$ cat config.mk
export PLATFORM = sky130hd
export DESIGN_NAME = hybrid_bpred
export DESIGN_NICKNAME = d
export VERILOG_FILES = /design/src/rtl/bp_pkg.sv /design/src/rtl/bp_ctr_table.sv /design/src/rtl/bp_local_hist.sv /design/src/rtl/hybrid_bpred.sv
export SDC_FILE = /design/constraint.sdc
export NUM_CORES = 2
export LEC_CHECK = 0
export BUFFER_PORTS_ARGS = -buffer_cell sky130_fd_sc_hd__clkbuf_2
export CORE_ASPECT_RATIO = 1.1
export CORE_MARGIN = 2
export CORE_UTILIZATION = 60
export CTS_BUF_LIST = sky130_fd_sc_hd__clkbuf_2 sky130_fd_sc_hd__clkbuf_4 sky130_fd_sc_hd__clkbuf_8
export CTS_CLUSTER_DIAMETER = 60
export CTS_CLUSTER_SIZE = 28
export DETAILED_ROUTE_END_ITERATION = 12
export PLACE_DENSITY = 0.79
export SLEW_MARGIN = 30
export SYNTH_ARGS = -nofsm -noshare
export SYNTH_HDL_FRONTEND = slang
export SYNTH_SLANG_ARGS = --single-unit
export TNS_END_PERCENT = 1
$ cat constraint.sdc
create_clock -name clk_i -period 5.15 [get_ports clk_i]
set_input_delay 0.7725 -clock clk_i [delete_from_list [all_inputs] [get_ports clk_i]]
set_output_delay 0.7725 -clock clk_i [all_outputs]
set_load 0.1 [all_outputs]
$ cat src/rtl/bp_pkg.sv
package bp_pkg;
  typedef logic [1:0] ctr2_t;

  localparam ctr2_t CTR_WEAK_NT = 2'b01;
  localparam ctr2_t CTR_MAX     = 2'b11;
  localparam ctr2_t CTR_MIN     = 2'b00;

  function automatic ctr2_t ctr_step(input ctr2_t c, input logic up);
    ctr2_t r;
    if (up) r = (c == CTR_MAX) ? c : c + 2'd1;
    else    r = (c == CTR_MIN) ? c : c - 2'd1;
    return r;
  endfunction
endpackage

$ cat src/rtl/bp_ctr_table.sv
module bp_ctr_table
  import bp_pkg::*;
#(
  parameter int IDX_W = 6
) (
  input  logic             clk_i,
  input  logic             rst_ni,
  input  logic [IDX_W-1:0] rd_a_idx_i,
  output ctr2_t            rd_a_o,
  input  logic [IDX_W-1:0] rd_b_idx_i,
  output ctr2_t            rd_b_o,
  input  logic             wr_en_i,
  input  logic [IDX_W-1:0] wr_idx_i,
  input  logic             wr_up_i
);
  localparam int DEPTH = 1 << IDX_W;

  ctr2_t ctr_q [DEPTH];

  for (genvar e = 0; e < DEPTH; e++) begin : g_ent
    always_ff @(posedge clk_i or negedge rst_ni) begin
      if (!rst_ni)                                   ctr_q[e] <= CTR_WEAK_NT;
      else if (wr_en_i && wr_idx_i == IDX_W'(e))    ctr_q[e] <= ctr_step(ctr_q[e], wr_up_i);
    end
  end

  assign rd_a_o = ctr_q[rd_a_idx_i];
  assign rd_b_o = ctr_q[rd_b_idx_i];

  assert_sat_hi_R2: assert property (@(posedge clk_i) disable iff (!rst_ni)
    (wr_en_i && wr_up_i && ctr_q[wr_idx_i] == CTR_MAX) |=> ctr_q[$past(wr_idx_i)] == CTR_MAX);
  assert_sat_lo_R2: assert property (@(posedge clk_i) disable iff (!rst_ni)
    (wr_en_i && !wr_up_i && ctr_q[wr_idx_i] == CTR_MIN) |=> ctr_q[$past(wr_idx_i)] == CTR_MIN);
endmodule

$ cat src/rtl/bp_local_hist.sv
module bp_local_hist #(
  parameter int IDX_W  = 6,
  parameter int HIST_W = 6
) (
  input  logic              clk_i,
  input  logic              rst_ni,
  input  logic [IDX_W-1:0]  lk_idx_i,
  output logic [HIST_W-1:0] lk_hist_o,
  input  logic [IDX_W-1:0]  up_idx_i,
  output logic [HIST_W-1:0] up_hist_o,
  input  logic              up_en_i,
  input  logic              up_taken_i
);
  localparam int DEPTH = 1 << IDX_W;

  logic [HIST_W-1:0] hist_q [DEPTH];

  for (genvar e = 0; e < DEPTH; e++) begin : g_ent
    always_ff @(posedge clk_i or negedge rst_ni) begin
      if (!rst_ni)                                 hist_q[e] <= '0;
      else if (up_en_i && up_idx_i == IDX_W'(e))  hist_q[e] <= {hist_q[e][HIST_W-2:0], up_taken_i};
    end
  end

  assign lk_hist_o = hist_q[lk_idx_i];
  assign up_hist_o = hist_q[up_idx_i];

  assert_lhist_shift_R3: assert property (@(posedge clk_i) disable iff (!rst_ni)
    up_en_i |=> hist_q[$past(up_idx_i)][0] == $past(up_taken_i));
endmodule

$ cat src/rtl/hybrid_bpred.sv
module hybrid_bpred
  import bp_pkg::*;
#(
  parameter int GIDX_W    = 8,
  parameter int GHIST_W   = 8,
  parameter int LHT_IDX_W = 6,
  parameter int LHIST_W   = 6,
  parameter int CHO_IDX_W = 6
) (
  input  logic              clk_i,
  input  logic              rst_ni,
  input  logic [GIDX_W-1:0] lk_idx_i,
  output logic              lk_taken_o,
  input  logic              up_valid_i,
  input  logic [GIDX_W-1:0] up_idx_i,
  input  logic              up_taken_i
);
  localparam int GH_PAD = GIDX_W - GHIST_W;

  logic [GHIST_W-1:0] ghist_q;
  logic [LHIST_W-1:0] lk_lhist, up_lhist;
  logic [GIDX_W-1:0]  lk_gidx, up_gidx;
  ctr2_t lk_lctr, up_lctr, lk_gctr, up_gctr, lk_cho, up_cho;
  logic  up_loc_ok, up_glb_ok;

  assign lk_gidx = lk_idx_i ^ {{GH_PAD{1'b0}}, ghist_q};
  assign up_gidx = up_idx_i ^ {{GH_PAD{1'b0}}, ghist_q};

  bp_local_hist #(.IDX_W(LHT_IDX_W), .HIST_W(LHIST_W)) u_lht (
    .clk_i, .rst_ni,
    .lk_idx_i  (lk_idx_i[LHT_IDX_W-1:0]),
    .lk_hist_o (lk_lhist),
    .up_idx_i  (up_idx_i[LHT_IDX_W-1:0]),
    .up_hist_o (up_lhist),
    .up_en_i   (up_valid_i),
    .up_taken_i
  );

  bp_ctr_table #(.IDX_W(LHIST_W)) u_lpht (
    .clk_i, .rst_ni,
    .rd_a_idx_i (lk_lhist), .rd_a_o (lk_lctr),
    .rd_b_idx_i (up_lhist), .rd_b_o (up_lctr),
    .wr_en_i    (up_valid_i),
    .wr_idx_i   (up_lhist),
    .wr_up_i    (up_taken_i)
  );

  bp_ctr_table #(.IDX_W(GIDX_W)) u_gpht (
    .clk_i, .rst_ni,
    .rd_a_idx_i (lk_gidx), .rd_a_o (lk_gctr),
    .rd_b_idx_i (up_gidx), .rd_b_o (up_gctr),
    .wr_en_i    (up_valid_i),
    .wr_idx_i   (up_gidx),
    .wr_up_i    (up_taken_i)
  );

  assign up_loc_ok = (up_lctr[1] == up_taken_i);
  assign up_glb_ok = (up_gctr[1] == up_taken_i);

  // chooser counts toward global when only global was right
  bp_ctr_table #(.IDX_W(CHO_IDX_W)) u_cho (
    .clk_i, .rst_ni,
    .rd_a_idx_i (lk_idx_i[CHO_IDX_W-1:0]), .rd_a_o (lk_cho),
    .rd_b_idx_i (up_idx_i[CHO_IDX_W-1:0]), .rd_b_o (up_cho),
    .wr_en_i    (up_valid_i && (up_loc_ok != up_glb_ok)),
    .wr_idx_i   (up_idx_i[CHO_IDX_W-1:0]),
    .wr_up_i    (up_glb_ok)
  );

  always_ff @(posedge clk_i or negedge rst_ni) begin
    if (!rst_ni)         ghist_q <= '0;
    else if (up_valid_i) ghist_q <= {ghist_q[GHIST_W-2:0], up_taken_i};
  end

  assign lk_taken_o = lk_cho[1] ? lk_gctr[1] : lk_lctr[1];

  assert_ghist_shift_R4: assert property (@(posedge clk_i) disable iff (!rst_ni)
    up_valid_i |=> ghist_q[0] == $past(up_taken_i));
  assert_idle_hold_R8: assert property (@(posedge clk_i) disable iff (!rst_ni)
    !up_valid_i |=> $stable(ghist_q));
  assert_cho_hold_R5: assert property (@(posedge clk_i) disable iff (!rst_ni)
    (up_valid_i && up_loc_ok == up_glb_ok && lk_idx_i[CHO_IDX_W-1:0] == up_idx_i[CHO_IDX_W-1:0])
    |=> lk_cho == $past(lk_cho) || lk_idx_i[CHO_IDX_W-1:0] != $past(up_idx_i[CHO_IDX_W-1:0]));
endmodule

==> summary.md <==
| Metric | Value |
|---|---|
| Required @ worst endpoint | 4.38 ns |
| WS Path Type | reg2out |
| DRT Wirelength | 224200 µm |
| Core footprint | 115700 µm² |
| Part of the cycle the worst path needs | 1.045 |
| Max Clk Rate | 185.8 MHz |
| Peak VDD IR | 0.0002956 V |
| First-pass GRT wire length | 348600 µm |
| Top FF cell, synth | dfrtp_1 |
| Leakage | 29.56 nW |
| Area contributors post-synth | dfrtp_1 (28%), dfstp_2 (14%), mux4_2 (13%) |
| CP Max Fanout | 20 |
| Startpoint types | flop |
| GR Util All Layers | 0.3741 |
| Post-DP HPWL | 153600 µm |
| Via count | 63852 |
| DRT Pass-1 Iters | 8 |
| Pwr Density | 291.9 nW/µm² |
| Share of the synthesized area in the top cell type | 0.2782 |
| Number of buffers on the longest clock path | 3 |
| Crit-path leading delay family | multiplexers |
| CP Buf/Inv Count | 3 |
| Port bufs | 20 |
| Clock Tree Root | clkbuf_8 |
| Placed cell count | 8767 |
| FP Rows | 131 |
| Syn Inst Count | 7301 |
| GPL Wtd Cong | 0.9871 |
| Final min period | 5.381 ns |
| Area Overhead vs Synth | 10.32% |
| Largest net degree at the start of global routing | 148 |
| Die area | 119100 µm² |
| Most common cell after layout, fill and taps aside | nand2_1 |
| Seq cells post-synth | 1160 |
| Synth area leader | dfrtp_1 |
| Critical Path Max Stage Delay | 0.58 ns |
| Overflow after GRT | 0 |
| Share of post-route cells with drive strength above 1 | 0.2323 |
| CP endpoint kind | primary output |
| Antenna-violating nets left | 0 |
| Final setup margin | -0.2308 ns |
| Post-synthesis async set-or-reset flop share | 1.000 |
| Clock transition at path regs | 0.15 ns |
| Syn Area/Cell | 9.561 µm² |
| Die span in y | 361.7 µm |
| DRT iter0 DRCs | 7909 |
| Sequential fraction of the synthesis area | 0.4227 |
| Die Wd | 329.2 µm |
| Top Ports | 21 |
| Synth cell types | 75 |
| Clock Latency Late Sink | 0.91 ns |
| Mapped cell area | 69800 µm² |
| Syn Nets | 7321 |
| Worst-path cell chain | mux4_2 > mux4_2 > mux4_2 > buf_12 > buf_4 > mux4_2 > a21oi_1 > o2111ai_1 > o211a_4 > buf_12 |
| Most frequent cells in the layout | nand2_1 (1303), o21ai_0 (812), dfrtp_1 (774) |
| Pins Over Slew Limit | 0 |
| Non-Filler Instances | 8977 |
| Max-cap violations | 0 |
| Critical Path AT | 4.61 ns |
| Slew @ Worst Pin | 1.187 ns |
| WL/cell | 24.98 µm |
| Min-delay worst type | in2async |
| Fin util | 0.6655 |
| Final nets | 7379 |
| Final setup vio count | 1 |
| Failing checks | setup timing |
| Initial Utilization | 0.6032 |
| Vias in the first global route | 60858 |
| Final clock skew | 0.09432 ns |
| Critical path's most frequent cell | mux4_2 |
| Final hold viol count | 0 |
| RSZ-0062 raised after global routing | yes |
| H-tree Lvls | 3 |
| CTS Buf Count | 96 |
| Clock Sink Count | 1160 |
| DR vias/cell | 7.113 |
| Slowest CP cell | mux4_2 |
| Number of synthesized flops with an enable pin | 0 |
| Initial antenna violation count | 6 |
| Synth Warn # | 0 |
| Rel. slew slack | 0.2055 |
| CTS tree | done |
| DRC | 0 |
| Status | finished, violations left |
==> per-layer routing <==
metal / vias up / part of all wire / global-route usage
met2: 3654 / 0.47 / 0.5874
met1: 31688 / 0.36 / 0.4780
li1: 27646 / - / -
met4: 0 / 0.073 / 0.2432
met3: 864 / 0.094 / 0.06902
met5: - / 0 / 0
==> final cells by class <==
class	instances	area [µm²]
fill	8852	38710
multi-input combinational	5472	37900
sequential	1160	29510
timing repair buffer	470	4647
tap	1529	1913
clock buffer	103	1405
clock inverter	78	1011
inverter	159	604.3
antenna	6	15.01
==> power breakdown <==
part | switching (mW) | internal, mW | total (mW)
Combinational | 4.05 | 2.20 | 6.25
Sequential | 0.370 | 9.51 | 9.88
Clock | 4.04 | 2.30 | 6.35
Total | 8.47 | 14.0 | 22.5
==> worst reg2reg max path, stage by stage, from the launching register on <==
cell and delay [ns]:
dfrtp_1 0.42, buf_4 0.16, mux4_2 0.48, a22oi_1 0.27
a21oi_1 0.24, nor4_2 0.57, buf_4 0.24, buf_4 0.11
nand2b_1 0.11, buf_4 0.16, o41ai_1 0.37, buf_4 0.20
nor3_2 0.05, buf_12 0.18, nor3_4 0.20, buf_4 0.17
buf_12 0.22, o32ai_1 0.15, a221oi_1 0.31
==> cells in the mapped netlist (32+ instances only) <==
library cell	number
inv_1	158
mux4_2	404
mux2i_1	67
buf_2	76
buf_1	44
o32ai_1	56
a211oi_1	100
o31ai_1	90
nand3_1	197
dfstp_2	384
clkbuf_1	374
a221oi_1	65
o22ai_1	37
a21oi_1	501
nor3_1	69
or4_1	40
nor2_1	559
dfrtp_1	776
o211ai_1	177
o2111a_1	62
o21bai_1	37
o21ai_0	813
a31oi_1	183
nand3b_1	50
a22oi_1	32
mux2_2	230
a2111oi_0	128
nand2_1	1307
==> repair_timing <==
action	4_1_cts	5_1_grt
buffers inserted	19	4
gates resized for setup	15	8
hold buffers	1	0
pin swaps	5	2
hold endpoints to repair	29	0
setup endpoints to repair	1	1
==> cells by family after synthesis <==
| kind of cell | Yosys count | synth area share |
|---|---|---|
| AOI/OAI and AO/OA | 2404 | 0.2170 |
| xor gates and xnor gates | 24 | 0.003657 |
| buffers and inverters | 669 | 0.03857 |
| DFF | 1160 | 0.4227 |
| muxes | 702 | 0.1773 |
| and+or+nand+nor | 2342 | 0.1408 |
==> state kept, by name, indices dropped and copies added, names as in the netlist <==
signal	cells
ghist_q	8
u_lht.hist_q	384
u_cho.ctr_q	128
u_lpht.ctr_q	128
u_gpht.ctr_q	512
==> path summary, 6_finish.rpt <==
check / startpoint / end / slack, ns / cells after the start
setup / recovery: u_lht.hist_q[42]$_DFFE_PN0P_ / lk_taken_o / -0.23 / 10
hold / removal: rst_ni / u_lpht.ctr_q[81]$_DFFE_PN0P_ / 0.48 / 2
setup reg to reg: u_lht.hist_q[26]$_DFFE_PN0P_ / u_cho.ctr_q[125]$_DFFE_PN0P_ / 0.42 / 18
hold reg to reg: u_lht.hist_q[293]$_DFFE_PN0P_ / u_lht.hist_q[293]$_DFFE_PN0P_ / 0.52 / 2
max in group asynchronous: rst_ni / u_lht.hist_q[297]$_DFFE_PN0P_ / 3.24 / 4
min in group clk_i: u_lht.hist_q[293]$_DFFE_PN0P_ / u_lht.hist_q[293]$_DFFE_PN0P_ / 0.52 / 2
==> metrics by stage <==
| step | instance area [µm²] | total power, mW | setup slack [ns] | hold slack [ns] | setup TNS (ns) |
|---|---|---|---|---|---|
| after floorplan | 69880 | 13.37 | 0.006387 | 0.4571 | 0 |
| after global placement | 74240 | 15.85 | -0.4748 | 0.4704 | -15.09 |
| after detailed placement | 74250 | 16.01 | -0.5381 | 0.4830 | -15.64 |
| after CTS | 76920 | 22.33 | -0.2228 | 0.4729 | -0.2228 |
| after global routing | 77000 | 23.20 | -0.2781 | 0.5176 | -0.2781 |
| final | 77010 | 22.48 | -0.2308 | 0.4754 | -0.2308 |
No activity file was read; power rests on OpenSTA's default activity.
